### config.mk
export PLATFORM = sky130hd
export DESIGN_NAME = fsup_top
export DESIGN_NICKNAME = d
export VERILOG_FILES = /design/src/rtl/fsup_pkg.sv /design/src/rtl/fsup_route.sv /design/src/rtl/fsup_arb.sv /design/src/rtl/fsup_regs.sv /design/src/rtl/fsup_top.sv
export SDC_FILE = /design/constraint.sdc
export NUM_CORES = 1
export LEC_CHECK = 0
export CORE_MARGIN = 2
export CORE_UTILIZATION = 35
export CTS_BUF_LIST = sky130_fd_sc_hd__clkbuf_4
export DETAILED_ROUTE_END_ITERATION = 8
export DONT_BUFFER_PORTS = 1
export GPL_TIMING_DRIVEN = 0
export PLACE_DENSITY_LB_ADDON = 0.1
export SLEW_MARGIN = 20
export SYNTH_ARGS = -nofsm -noshare
export SYNTH_HDL_FRONTEND = slang
export SYNTH_SLANG_ARGS = --single-unit
export TNS_END_PERCENT = 1
### constraint.sdc
create_clock -name clk -period 11 [get_ports clk]
set_input_delay 2.2 -clock clk [delete_from_list [all_inputs] [get_ports clk]]
set_output_delay 2.2 -clock clk [all_outputs]
set_load 0.02 [all_outputs]
### src/rtl/fsup_pkg.sv
package fsup_pkg;

    localparam int NSRC   = 3;
    localparam int DATA_W = 32;
    localparam int STAT_W = 16;

    localparam logic [DATA_W-1:0] CTRL_RST_VAL = 32'h0135_0014;
    localparam logic [STAT_W-1:0] STAT_RST_MARK = 16'h8000;
    localparam logic [STAT_W-1:0] STAT_WR_MASK  = 16'hA025;
    localparam int HALT_POS = 13;
    localparam int INJ_POS  = 15;

    // ordered so that a larger code wins arbitration
    typedef enum logic [1:0] {
        ACT_NONE = 2'd0,
        ACT_IRQ  = 2'd1,
        ACT_HALT = 2'd2,
        ACT_RST  = 2'd3
    } act_e;

    typedef struct packed {
        logic hit;
        act_e act;
    } src_dec_t;

    // status flag position per source (0: error mode, 1: compare, 2: memctl)
    function automatic int stat_pos(input int s);
        case (s)
            0:       return 0;
            1:       return 2;
            default: return 5;
        endcase
    endfunction

    function automatic int route_pos(input int s);
        return 5 + 4 * s;
    endfunction

    function automatic int rsel_pos(input int s);
        return 6 + 4 * s;
    endfunction

endpackage

### src/rtl/fsup_route.sv
module fsup_route
    import fsup_pkg::*;
#(
    parameter int IDX = 0
) (
    input  logic              stb,
    input  logic [DATA_W-1:0] ctrl,
    output src_dec_t          dec
);

    localparam int RP = route_pos(IDX);
    localparam int RS = rsel_pos(IDX);

    always_comb begin
        dec.hit = stb;
        if (!stb)
            dec.act = ACT_NONE;
        else if (ctrl[RP])
            dec.act = ACT_IRQ;
        else if (ctrl[RS])
            dec.act = ACT_RST;
        else
            dec.act = ACT_HALT;
    end

endmodule

### src/rtl/fsup_arb.sv
module fsup_arb
    import fsup_pkg::*;
(
    input  src_dec_t [NSRC-1:0] dec,
    output act_e                act,
    output logic [STAT_W-1:0]   hit_bits
);

    always_comb begin
        act      = ACT_NONE;
        hit_bits = '0;
        for (int s = 0; s < NSRC; s++) begin
            if (dec[s].hit)
                hit_bits[stat_pos(s)] = 1'b1;
            if (dec[s].act > act)
                act = dec[s].act;
        end
    end

endmodule

### src/rtl/fsup_regs.sv
module fsup_regs
    import fsup_pkg::*;
#(
    parameter int ADDR_W = 2
) (
    input  logic              clk,
    input  logic              rst,
    input  logic              bus_wr,
    input  logic [ADDR_W-1:0] bus_addr,
    input  logic [DATA_W-1:0] bus_wdata,
    input  act_e              act,
    input  logic [STAT_W-1:0] hit_bits,
    output logic [DATA_W-1:0] ctrl_eff,
    output logic              inject,
    output logic              wr_ctrl,
    output logic              wr_stat,
    output logic [DATA_W-1:0] ctrl_q,
    output logic [STAT_W-1:0] stat_q,
    output logic [DATA_W-1:0] bus_rdata,
    output logic              sys_rst_pulse,
    output logic              sys_halt,
    output logic              irq_l1
);

    localparam logic [ADDR_W-1:0] A_CTRL = '0;
    localparam logic [ADDR_W-1:0] A_STAT = ADDR_W'(1);
    localparam logic [DATA_W-1:0] INJ_BIT = DATA_W'(1) << INJ_POS;
    localparam logic [STAT_W-1:0] HALT_BIT = STAT_W'(1) << HALT_POS;

    logic [DATA_W-1:0] ctrl_d;
    logic [STAT_W-1:0] stat_base, stat_d;
    logic              rstp_q, irq_q;

    assign wr_ctrl  = bus_wr && (bus_addr == A_CTRL);
    assign wr_stat  = bus_wr && (bus_addr == A_STAT);
    assign ctrl_eff = wr_ctrl ? bus_wdata : ctrl_q;
    assign inject   = wr_ctrl && bus_wdata[INJ_POS];
    assign ctrl_d   = wr_ctrl ? (bus_wdata & ~INJ_BIT) : ctrl_q;

    always_comb begin
        stat_base = wr_stat ? (bus_wdata[STAT_W-1:0] & STAT_WR_MASK) : stat_q;
        case (act)
            ACT_RST:  stat_d = STAT_RST_MARK;
            ACT_HALT: stat_d = stat_base | hit_bits | HALT_BIT;
            default:  stat_d = stat_base | hit_bits;
        endcase
    end

    always_ff @(posedge clk) begin
        if (rst) begin
            ctrl_q <= CTRL_RST_VAL;
            stat_q <= '0;
            rstp_q <= 1'b0;
            irq_q  <= 1'b0;
        end else begin
            ctrl_q <= ctrl_d;
            stat_q <= stat_d;
            rstp_q <= (act == ACT_RST);
            irq_q  <= (act == ACT_IRQ);
        end
    end

    always_comb begin
        case (bus_addr)
            A_CTRL:  bus_rdata = ctrl_q;
            A_STAT:  bus_rdata = {{(DATA_W-STAT_W){1'b0}}, stat_q};
            default: bus_rdata = '0;
        endcase
    end

    assign sys_rst_pulse = rstp_q;
    assign irq_l1        = irq_q;
    assign sys_halt      = stat_q[HALT_POS];

endmodule

### src/rtl/fsup_top.sv
module fsup_top
    import fsup_pkg::*;
#(
    parameter int ADDR_W = 2
) (
    input  logic              clk,
    input  logic              rst,
    input  logic              errmode_stb,
    input  logic              compare_stb,
    input  logic              memctl_stb,
    input  logic              bus_wr,
    input  logic [ADDR_W-1:0] bus_addr,
    input  logic [31:0]       bus_wdata,
    output logic [31:0]       bus_rdata,
    output logic              sys_rst_pulse,
    output logic              sys_halt,
    output logic              irq_l1
);

    logic [DATA_W-1:0]   ctrl_eff;
    logic [DATA_W-1:0]   ctrl_q;
    logic [STAT_W-1:0]   stat_q;
    logic [STAT_W-1:0]   hit_bits;
    logic                inject;
    logic                wr_ctrl;
    logic                wr_stat;
    logic [NSRC-1:0]     src_stb;
    src_dec_t [NSRC-1:0] dec;
    act_e                act;

    assign src_stb = {memctl_stb | inject, compare_stb, errmode_stb};

    for (genvar g = 0; g < NSRC; g++) begin : g_src
        fsup_route #(.IDX(g)) u_route (
            .stb  (src_stb[g]),
            .ctrl (ctrl_eff),
            .dec  (dec[g])
        );
    end

    fsup_arb u_arb (
        .dec      (dec),
        .act      (act),
        .hit_bits (hit_bits)
    );

    fsup_regs #(.ADDR_W(ADDR_W)) u_regs (
        .clk           (clk),
        .rst           (rst),
        .bus_wr        (bus_wr),
        .bus_addr      (bus_addr),
        .bus_wdata     (bus_wdata),
        .act           (act),
        .hit_bits      (hit_bits),
        .ctrl_eff      (ctrl_eff),
        .inject        (inject),
        .wr_ctrl       (wr_ctrl),
        .wr_stat       (wr_stat),
        .ctrl_q        (ctrl_q),
        .stat_q        (stat_q),
        .bus_rdata     (bus_rdata),
        .sys_rst_pulse (sys_rst_pulse),
        .sys_halt      (sys_halt),
        .irq_l1        (irq_l1)
    );

endmodule

==> reports/metrics.cfg <==
[run_status]
run_status = complete, no violations

[timing]
worst_pin_slew_ns = 0.805
report.final.hold_viol_count = 0
rsz0062_at_grt = false
fin_skew_ns = 0.0104
finalSetupViolations = 0
tns_ns = 0
period_minus_slack_ns = 5.83
setup_ws_ns = 5.17
drv_slew = 0
relSlewSlack_pct = 46.3
fin_crit_sh_pct = 53.0
fmaxAchievable_mhz = 172

[synthesis]
yosys_warnings = 0
ys_types = 35
syn-num-nets = 347
yosysSeqAreaShare_pct = 40.9
synth_area_per_cell_um2 = 7.98
synth-seq-cells = 49
syn_inst = 301
synth_area_um2 = 2400

[critical_path]
r2r_cells = 13
required_ns = 11.25
endpoint_kind = register
crit_type = in2reg
regToRegEndpoint = u_regs.stat_q[2]$_SDFF_PP0_
cpMostUsedCell = nand2_1
r2r_setup_slack_ns = 7.84
critPathMaxFanout = 10
cp_cell_sequence = buf_2, nor3b_4, clkbuf_1, mux2i_1, nand2_1, ha_1, o21bai_1, nand2_1, nand2_1, o21ai_0, ha_1, nor2b_1, o2bb2a_1, a32o_1, buf_2, a2111oi_1
cp.arrival_ns = 6.08
r2r_start = u_regs.ctrl_q[10]$_SDFFE_PP0N_
max_stage_delay_ns = 0.50
start_kind = primary input
slowest_stage = clkbuf_1

[global_routing]
grt_pass1_wl_um = 10200
antenna_found_initial = 0
grt_use_met2_pct = 28.1
track_usage_pct = 17.6
overflow = 0
grt_max_degree = 16
grtUsageMet1_pct = 23.1
gr-usage-met3_pct = 4.86
busiest_layer = met2
grt_pass1_vias = 1988

[final_layout]
multiInputGateArea_um2 = 1320
layout-drive-gt1-share_pct = 5.83
ff_latch_area_um2 = 981
nets = 354
finalNonFillerCells = 389
syn2layout_area_growth_pct = 6.46
diodes = 0
fillCellCount = 740

[die]
core_area_um2 = 6720
rows = 30
start_util_pct = 35.7
dieArea_um2 = 7540
dieHeight_um = 86.8
pin_count = 75
die-width_um = 86.8

[hold_path]
hp-class = reg2reg
min_from = u_regs.ctrl_q[28]$_SDFFE_PP0N_
min_path_cells = 2
holdPathEnd = u_regs.ctrl_q[28]$_SDFFE_PP0N_

[cts]
path_clk_slew_ns = 0.15
cts_hold_buf = 0
clk_latency_ns = 0.36
htreeDepth = 2
cts.sinks = 49
cts-resized-gates = 0
numCtsBuffers = 5
cts_tree = done
clock_path_buffers = 2
cts_setup_buffers = 0
cts_root_buffer = clkbuf_4

[drt]
drcViolationCount = 0
vias = 2081
vias_per_cell = 5.35
firstDrtPassIters = 4
routed_wl_um = 6590
wl_per_cell_um = 16.9
drt_iter0_markers = 78
antenna_left = 0

[pwr]
p_leak_nw = 0.980
p_per_area_nw_per_um2 = 127
irDropWorstVdd_v = 0.0000388

[placed_design]
place_congestion = 0.716
portBuffers = 0
dp_cells = 381
place.detailed.hpwl_um = 4840
post-place-ws_ns = 4.71

[run]
drv_cap = 0

## registers in the layout, indices dropped and copies added, names as in the netlist
name,count
u_regs.ctrl_q,31
u_regs.stat_q,16
u_regs.irq_l1,1
u_regs.sys_rst_pulse,1
## metrics by stage
step	cell area (µm²)	total power (W)	utilization (%)	hold WS, ns
floorplan	2400	0.000232	-	0.432
global placement	2500	0.000244	37.2	0.437
detailed placement	2500	0.000245	37.2	0.442
CTS	2560	0.000329	38.0	0.462
global route	2560	0.000342	38.0	0.480
finish	2560	0.000324	38.0	0.458
## cells in the mapped netlist, drive strengths merged
| library cell | number | area (µm²) |
|---|---|---|
| a2111oi | 3 | 35.0 |
| a211oi | 3 | 22.5 |
| a21oi | 22 | 110 |
| a31o | 1 | 8.76 |
| a32o | 1 | 10.0 |
| and2 | 16 | 100 |
| and3b | 2 | 17.5 |
| buf | 5 | 26.3 |
| clkbuf | 15 | 56.3 |
| dfxtp | 49 | 981 |
| ha | 6 | 75.1 |
| inv | 4 | 15.0 |
| mux2 | 2 | 22.5 |
| mux2i | 21 | 210 |
| nand2 | 74 | 278 |
| nand2b | 1 | 6.26 |
| nand3 | 17 | 85.1 |
| nand3b | 1 | 7.51 |
| nor2 | 25 | 93.8 |
| nor2b | 4 | 25.0 |
| nor3 | 1 | 5.00 |
| nor3b | 2 | 26.3 |
| o211a | 1 | 10.0 |
| o211ai | 1 | 7.51 |
| o21a | 2 | 15.0 |
| o21ai | 8 | 40.0 |
| o21ba | 1 | 10.0 |
| o21bai | 1 | 7.51 |
| o2bb2a | 1 | 10.0 |
| o31ai | 10 | 75.1 |
| o41ai | 1 | 8.76 |
## worst max-delay path, delay by kind of cell
family,cells,cell delay (ns)
adder cells (fa/ha/maj),2,0.57
buffers and inverters,3,0.86
AO/OA/AOI/OAI,5,1.25
multiplexers,1,0.29
AND/OR/NAND/NOR,5,0.90
## logic make-up (layout without fill, tap and decap cells)
| logic type | count (synthesis) | count (layout) | share of synthesized area [%] |
|---|---|---|---|
| buffers and inverters | 24 | 32 | 4.06 |
| AOI/OAI and AO/OA | 56 | 56 | 15.4 |
| DFF | 49 | 49 | 40.9 |
| adders and majority gates | 6 | 6 | 3.13 |
| and+or+nand+nor | 143 | 143 | 26.8 |
| muxes | 23 | 23 | 9.69 |
## report_power, final
| part | leakage, nW | internal [W] | switching [W] |
|---|---|---|---|
| combinational | 0.550 | 0.0000177 | 0.0000345 |
| clock | 0.0310 | 0.0000242 | 0.0000588 |
| sequential | 0.399 | 0.000184 | 0.00000447 |
| total | 0.980 | 0.000226 | 0.0000977 |
## placed cells by master, fill, tap and decap left out, drive strengths merged, types with 2 or more instances in the layout
cell     instances
nand3           17
and2            16
nor2            25
buf              5
o21a             2
o21ai            8
o31ai           10
a211oi           3
nor3b            2
clkinv           2
mux2i           21
inv              4
and3b            2
nand2           74
nor2b            4
mux2             2
a21oi           22
clkbuf          20
ha               6
dfxtp           49
a2111oi          3
## per-layer routing
layer | vias up | routed length (µm)
met3 | 9 | 457
met4 | 0 | 122
li1 | 1033 | -
met5 | - | 0
met2 | 60 | 3020
met1 | 979 | 2990
## area by class of cell
type / instances / share of cell area [%]
Inverter: 4 / 0.587
Sequential cell: 49 / 38.4
Tap cell: 80 / 3.92
Clock inverter: 3 / 0.685
Clock buffer: 5 / 1.47
Buffer: 20 / 3.23
Multi-Input combinational cell: 228 / 51.7
## worst max-delay path by stage
stage                     slack [ns]   startpoint  cells after the start                            to
after global routing            4.78  bus_addr[1]                     16   u_regs.stat_q[6]$_SDFF_PP0_
after global placement          4.79  bus_addr[1]                     16   u_regs.stat_q[9]$_SDFF_PP0_
after detailed placement        4.71  bus_addr[1]                     16   u_regs.stat_q[2]$_SDFF_PP0_
after floorplan                 5.48  bus_addr[1]                     17  u_regs.stat_q[15]$_SDFF_PP0_
after CTS                       5.09  bus_addr[1]                     16   u_regs.stat_q[2]$_SDFF_PP0_
final                           5.17  bus_addr[1]                     16   u_regs.stat_q[2]$_SDFF_PP0_
(Power assumes the default switching activity.)
